[config.mk]
export PLATFORM = sky130hd
export DESIGN_NAME = dma_chain_walker
export DESIGN_NICKNAME = d
export VERILOG_FILES = /design/src/rtl/dcw_pkg.sv /design/src/rtl/dcw_node_guard.sv /design/src/rtl/dcw_word_stage.sv /design/src/rtl/dcw_walk_ctrl.sv /design/src/rtl/dma_chain_walker.sv
export SDC_FILE = /design/constraint.sdc
export NUM_CORES = 1
export LEC_CHECK = 0
export ABC_CLOCK_PERIOD_IN_PS = 2400
export CAP_MARGIN = 0
export CORE_MARGIN = 1.5
export CORE_UTILIZATION = 35
export CTS_CLUSTER_SIZE = 14
export DETAILED_ROUTE_END_ITERATION = 6
export DONT_BUFFER_PORTS = 1
export HOLD_SLACK_MARGIN = 0.05
export PLACE_DENSITY_LB_ADDON = 0.12
export SYNTH_ARGS = -nofsm -noshare
export SYNTH_HDL_FRONTEND = slang
export SYNTH_SLANG_ARGS = --single-unit
[constraint.sdc]
create_clock -name clk -period 2.4 [get_ports clk]
set_input_delay 0.12 -clock clk [delete_from_list [all_inputs] [get_ports clk]]
set_output_delay 0.12 -clock clk [all_outputs]
set_load 0.01 [all_outputs]
[src/rtl/dcw_pkg.sv]
package dcw_pkg;

    localparam int WORD_W        = 32;
    localparam int LEN_W         = 8;
    localparam int PTR_W         = 24;
    localparam int END_BIT       = 23;
    localparam int NODE_OVERHEAD = 5;

    typedef logic [WORD_W-1:0] word_t;
    typedef logic [PTR_W-1:0]  ptr_t;
    typedef logic [LEN_W-1:0]  len_t;

    typedef struct packed {
        len_t len;
        ptr_t next;
    } node_hdr_t;

    typedef enum logic [2:0] {
        ST_IDLE,
        ST_CHECK,
        ST_HDR_REQ,
        ST_HDR_WAIT,
        ST_PAY_REQ,
        ST_PAY_WAIT,
        ST_PAY_PUSH,
        ST_FINISH
    } walk_state_t;

    function automatic node_hdr_t unpack_hdr(input word_t w);
        return node_hdr_t'(w);
    endfunction

    function automatic logic is_end(input ptr_t a);
        return a[END_BIT];
    endfunction

endpackage

[src/rtl/dcw_node_guard.sv]
module dcw_node_guard
    import dcw_pkg::*;
#(
    parameter int LOOP_LIMIT = 8192,
    parameter int COST_W     = 32
) (
    input  logic              clk,
    input  logic              rst,
    input  logic              clear,
    input  logic              node_add,
    input  len_t              node_len,
    output logic              limit_hit,
    output logic [COST_W-1:0] cost
);
    localparam int CNT_W = $clog2(LOOP_LIMIT + 1);
    localparam logic [CNT_W-1:0] LIMIT_V = CNT_W'(LOOP_LIMIT);

    logic [CNT_W-1:0] node_cnt;

    always_ff @(posedge clk) begin
        if (rst || clear) begin
            node_cnt <= '0;
            cost     <= '0;
        end else if (node_add) begin
            node_cnt <= (node_cnt == LIMIT_V) ? node_cnt : node_cnt + 1'b1;
            cost     <= cost + COST_W'(NODE_OVERHEAD) + COST_W'(node_len);
        end
    end

    assign limit_hit = (node_cnt == LIMIT_V);

endmodule

[src/rtl/dcw_word_stage.sv]
module dcw_word_stage
    import dcw_pkg::*;
(
    input  logic  clk,
    input  logic  rst,
    input  logic  load,
    input  word_t load_data,
    input  logic  out_ready,
    output logic  out_valid,
    output word_t out_data,
    output logic  taken
);
    assign taken = out_valid && out_ready;

    always_ff @(posedge clk) begin
        if (rst) begin
            out_valid <= 1'b0;
            out_data  <= '0;
        end else if (load) begin
            out_valid <= 1'b1;
            out_data  <= load_data;
        end else if (taken) begin
            out_valid <= 1'b0;
        end
    end

endmodule

[src/rtl/dcw_walk_ctrl.sv]
module dcw_walk_ctrl
    import dcw_pkg::*;
#(
    parameter int SPACE_BITS = 21,
    localparam int MEM_AW    = SPACE_BITS - 2
) (
    input  logic              clk,
    input  logic              rst,
    input  logic              start,
    input  ptr_t              start_addr,
    output logic              mem_req,
    output logic [MEM_AW-1:0] mem_addr,
    input  logic              mem_req_ready,
    input  logic              mem_rsp_valid,
    input  word_t             mem_rsp_data,
    input  logic              limit_hit,
    output logic              guard_clear,
    output logic              node_add,
    output len_t              node_len,
    output logic              word_load,
    input  logic              word_taken,
    output logic              done,
    output logic              loop_err,
    output ptr_t              cur_addr
);
    walk_state_t       state;
    logic [MEM_AW-1:0] rd_ptr;
    len_t              remain;
    ptr_t              next_addr;
    node_hdr_t         rsp_hdr;

    assign rsp_hdr = unpack_hdr(mem_rsp_data);

    always_ff @(posedge clk) begin
        if (rst) begin
            state     <= ST_IDLE;
            cur_addr  <= '0;
            rd_ptr    <= '0;
            remain    <= '0;
            next_addr <= '0;
            loop_err  <= 1'b0;
        end else begin
            case (state)
                ST_IDLE: begin
                    if (start) begin
                        cur_addr <= start_addr;
                        loop_err <= 1'b0;
                        state    <= ST_CHECK;
                    end
                end
                ST_CHECK: begin
                    if (is_end(cur_addr)) begin
                        state <= ST_FINISH;
                    end else if (limit_hit) begin
                        loop_err <= 1'b1;
                        state    <= ST_FINISH;
                    end else begin
                        rd_ptr <= cur_addr[SPACE_BITS-1:2];
                        state  <= ST_HDR_REQ;
                    end
                end
                ST_HDR_REQ: begin
                    if (mem_req_ready) state <= ST_HDR_WAIT;
                end
                ST_HDR_WAIT: begin
                    if (mem_rsp_valid) begin
                        next_addr <= rsp_hdr.next;
                        remain    <= rsp_hdr.len;
                        rd_ptr    <= rd_ptr + 1'b1;
                        if (rsp_hdr.len == '0) begin
                            cur_addr <= rsp_hdr.next;
                            state    <= ST_CHECK;
                        end else begin
                            state <= ST_PAY_REQ;
                        end
                    end
                end
                ST_PAY_REQ: begin
                    if (mem_req_ready) state <= ST_PAY_WAIT;
                end
                ST_PAY_WAIT: begin
                    if (mem_rsp_valid) state <= ST_PAY_PUSH;
                end
                ST_PAY_PUSH: begin
                    if (word_taken) begin
                        rd_ptr <= rd_ptr + 1'b1;
                        remain <= remain - 1'b1;
                        if (remain == LEN_W'(1)) begin
                            cur_addr <= next_addr;
                            state    <= ST_CHECK;
                        end else begin
                            state <= ST_PAY_REQ;
                        end
                    end
                end
                ST_FINISH: state <= ST_IDLE;
                default:   state <= ST_IDLE;
            endcase
        end
    end

    always_comb begin
        mem_req     = (state == ST_HDR_REQ) || (state == ST_PAY_REQ);
        mem_addr    = rd_ptr;
        guard_clear = (state == ST_IDLE) && start;
        node_add    = (state == ST_HDR_WAIT) && mem_rsp_valid;
        node_len    = rsp_hdr.len;
        word_load   = (state == ST_PAY_WAIT) && mem_rsp_valid;
        done        = (state == ST_FINISH);
    end

endmodule

[src/rtl/dma_chain_walker.sv]
module dma_chain_walker
    import dcw_pkg::*;
#(
    parameter int SPACE_BITS = 21,
    parameter int LOOP_LIMIT = 8192,
    parameter int COST_W     = 32,
    localparam int MEM_AW    = SPACE_BITS - 2
) (
    input  logic              clk,
    input  logic              rst,
    input  logic              start,
    input  logic [23:0]       start_addr,
    output logic              mem_req,
    output logic [MEM_AW-1:0] mem_addr,
    input  logic              mem_req_ready,
    input  logic              mem_rsp_valid,
    input  logic [31:0]       mem_rsp_data,
    output logic              out_valid,
    input  logic              out_ready,
    output logic [31:0]       out_data,
    output logic              done,
    output logic              loop_err,
    output logic [23:0]       progress_addr,
    output logic [COST_W-1:0] walk_cost
);
    logic limit_hit;
    logic guard_clear;
    logic node_add;
    len_t node_len;
    logic word_load;
    logic word_taken;

    dcw_walk_ctrl #(.SPACE_BITS(SPACE_BITS)) u_ctrl (
        .clk          (clk),
        .rst          (rst),
        .start        (start),
        .start_addr   (start_addr),
        .mem_req      (mem_req),
        .mem_addr     (mem_addr),
        .mem_req_ready(mem_req_ready),
        .mem_rsp_valid(mem_rsp_valid),
        .mem_rsp_data (mem_rsp_data),
        .limit_hit    (limit_hit),
        .guard_clear  (guard_clear),
        .node_add     (node_add),
        .node_len     (node_len),
        .word_load    (word_load),
        .word_taken   (word_taken),
        .done         (done),
        .loop_err     (loop_err),
        .cur_addr     (progress_addr)
    );

    dcw_node_guard #(.LOOP_LIMIT(LOOP_LIMIT), .COST_W(COST_W)) u_guard (
        .clk      (clk),
        .rst      (rst),
        .clear    (guard_clear),
        .node_add (node_add),
        .node_len (node_len),
        .limit_hit(limit_hit),
        .cost     (walk_cost)
    );

    dcw_word_stage u_stage (
        .clk      (clk),
        .rst      (rst),
        .load     (word_load),
        .load_data(mem_rsp_data),
        .out_ready(out_ready),
        .out_valid(out_valid),
        .out_data (out_data),
        .taken    (word_taken)
    );

endmodule

==> flow_summary.ini <==
[setup_path]
worstSetupPathType = reg2reg
critPathLaunchType = flop
worstPathMaxFanout = 6
r2r.worst_path.cells = 10
required_ns = 2.76
r2r_slack_ns = -0.006
critPathSlowestCell = or4b_1
cp.arrival_ns = 2.76
cp_common_cell = ha_4
rr_startpoint = u_guard.cost[1]
slowest_delay_ns = 0.52
worst_setup_path_end_kind = flop
r2r_end = u_guard.cost[25]
path_cells = ha_4 > ha_4 > inv_2 > fa_2 > nand2b_4 > a211oi_4 > buf_6 > nor2_4 > or4b_1 > a21oi_1

[synthesis]
synthesis.area_um2 = 8390
netlist_top_cells_area = dfxtp_1, a21oi_1, nand2_1, nor2_1, o21ai_0
syn_area_per_cell_um2 = 7.62
synth_edf_count = 0
syn_inst = 1100
async_flop_share_pct = 0
yosys-top-cells-count = nand2_1, a21oi_1, dfxtp_1
synthFlopType = dfxtp_1
yosys_warnings = 0
synth_top_area_share_pct = 37.7
syn_nets = 1184
synth_seq_cells = 158
synth.yosys.seq_area_share_pct = 37.7
yosys.area.top_type = dfxtp_1
yosysMostFrequentCell = nand2_1
synth_cell_types = 64

[drt]
ant_nets = 0
drt_iter0_drc = 610
routedWlPerCell_um = 18.9
via_per_inst = 5.58
vias = 8298
routed_wl_um = 28100
drcViolationCount = 0
drtPass1Iterations = 5

[grt]
first_global_vias = 7801
grt_first_pass_wirelength_um = 44100
grt_max_degree = 123
grt_overflow_total = 0
grt_usage_pct = 22.6
antenna_found_initial = 0

[clock_tree]
ctsRootBufferMaster = clkbuf_16
cts_tree = done
clock_path_buffers = 2
cts_made_buffers = 17
clk_latency_ns = 0.43
htreeDepth = 4
clk_pin_slew_ns = 0.07
clkSinkCount = 158

[layout]
nets = 1239
syn_to_final_growth_pct = 22.6
n_antenna_cell = 0
layout-drive-gt1-share_pct = 11.1
final_core_util_pct = 43.8

[timing]
tns_ns = -0.00607
max_slew_margin_pct = 34.0
report.final.slew_viol_count = 0
rsz0062_at_grt = true
fin_ws_ns = -0.00607
finalCritPeriodShare_pct = 100
finalCriticalPeriod_ns = 2.41
tightestPinTransition_ns = 0.986
hold_viol = 0
skew_ns = 0.0168
setup_violations = 1
fmax_ghz = 0.416

[place]
hpwl_um = 18300
gp_congestion = 0.806
io_buffers = 0

[die]
io_pins = 173
start_util_pct = 35.7
coreArea_um2 = 23500
fp.dieH_um = 158
dieArea_um2 = 24900
die_w_um = 158
fp-row-count = 56

[flow_run]
drv_cap = 0

[hold_path]
hold_start = mem_rsp_data[22]
hold_end = u_ctrl.cur_addr[22]
hp-class = in2reg
min_path_cells = 4

[run_status]
violations = negative setup slack
status = finished with violations

[power_and_ir_drop]
ir_drop_uv = 560
p_leak_nw = 3.45
power_density_nw_per_um2 = 947
-- worst max-delay path: cells and delay by family (launching register included) --
kind / cells / cell delay (ns)
AO/OA/AOI/OAI: 2 / 0.34
adder cells (fa/ha/maj): 3 / 0.74
buffers and inverters: 2 / 0.19
flip-flops: 1 / 0.33
AND/OR/NAND/NOR: 3 / 0.73
-- how the worst max path moves through the flow --
stage / from / end / slack, ns / cells past startpoint
finish: u_guard.cost[1] / u_guard.cost[25] / -0.006 / 10
global route: u_guard.cost[1] / u_guard.cost[27] / -0.07 / 10
CTS: u_guard.cost[1] / u_guard.cost[31] / 0.001 / 11
detailed placement: u_guard.cost[1] / u_guard.cost[25] / -0.09 / 9
global placement: u_guard.cost[1] / u_guard.cost[27] / -0.08 / 9
floorplan: u_guard.cost[0] / u_guard.cost[29] / -0.07 / 12
-- registers in the layout, summed over array words and instances, names as in the netlist --
| register | count |
|---|---|
| u_ctrl.mem_addr | 19 |
| u_ctrl.loop_err | 1 |
| u_stage.out_data | 32 |
| u_ctrl.cur_addr | 24 |
| u_ctrl.next_addr | 24 |
| u_ctrl.remain | 8 |
| u_ctrl.state | 3 |
| u_stage.out_valid | 1 |
| u_guard.cost | 32 |
| u_guard.node_cnt | 14 |
-- per-layer routing --
layer,vias up,global-route usage (%),part of all wire (%)
li1,4102,-,-
met1,3906,31.7,47
met4,0,5.84,1.5
met2,253,33.5,44
met3,37,6.76,7.8
met5,-,0,0
-- stage by stage --
| step | cells | hold slack (ns) | power (mW) | area [µm²] | setup slack, ns |
|---|---|---|---|---|---|
| 2_1_floorplan | 1100 | 0.256 | 5.73 | 8430 | -0.0721 |
| 3_3_place_gp | 1399 | 0.224 | 6.67 | 8990 | -0.0780 |
| 3_5_place_dp | 1399 | 0.219 | 6.69 | 8990 | -0.0943 |
| 4_1_cts | 1486 | 0.0595 | 9.81 | 10200 | 0.00132 |
| 5_1_grt | 1486 | 0.104 | 10.3 | 10300 | -0.0716 |
| 6_report | 1486 | 0.0722 | 9.73 | 10300 | -0.00607 |
-- logic make-up after synthesis --
kind of cell | Yosys count | synth area share (%)
compound gates | 357 | 26.6
xor+xnor | 18 | 1.88
fa+ha+maj | 22 | 3.37
buf+inv | 120 | 5.60
flops | 158 | 37.7
mux | 10 | 1.19
simple gates | 415 | 23.6
-- cell usage in the layout, fill, tap and decap left out, types with 6 or more instances in the layout --
cell and instances:
or3_1 26, a21oi_1 156, ha_1 17, a311oi_1 10
a211oi_1 15, inv_1 32, xor2_1 9, o311a_1 9
nor3_1 11, nand2b_1 17, o22ai_1 14, nor2_1 81
and2_1 8, xnor2_1 9, and3_1 8, nand2_1 171
clkbuf_16 17, nor4_1 6, dlygate4sd3_1 52, buf_4 63
mux2i_1 10, nand3_1 39, o221ai_1 32, o21ai_0 58
nand4_1 22, dfxtp_1 153
-- repair_timing --
item | 4_1_cts | 5_1_grt
hold endpoints to repair | 120 | 0
gates resized for setup | 7 | 16
gates cloned | 1 | 0
setup buffers | 2 | 0
pin swaps | 3 | 10
hold buffers | 53 | 0
setup endpoints to repair | 6 | 17
-- power by group --
group | leakage, nW | switching [mW] | internal [mW] | total, mW
Sequential | 1.28 | 0.572 | 2.98 | 3.55
Clock | 0.299 | 1.17 | 1.78 | 2.95
Combinational | 1.87 | 2.00 | 1.23 | 3.23
Total | 3.45 | 3.74 | 5.99 | 9.73
-- final cells by class --
type	instances	area [µm²]
Clock inverter	11	181
Clock buffer	20	447
Timing Repair Buffer	119	1060
Multi-Input combinational cell	823	4890
Tap cell	319	399
Inverter	36	135
Fill cell	2394	13200
Sequential cell	158	3170
Power figures use the tool's default switching activity.
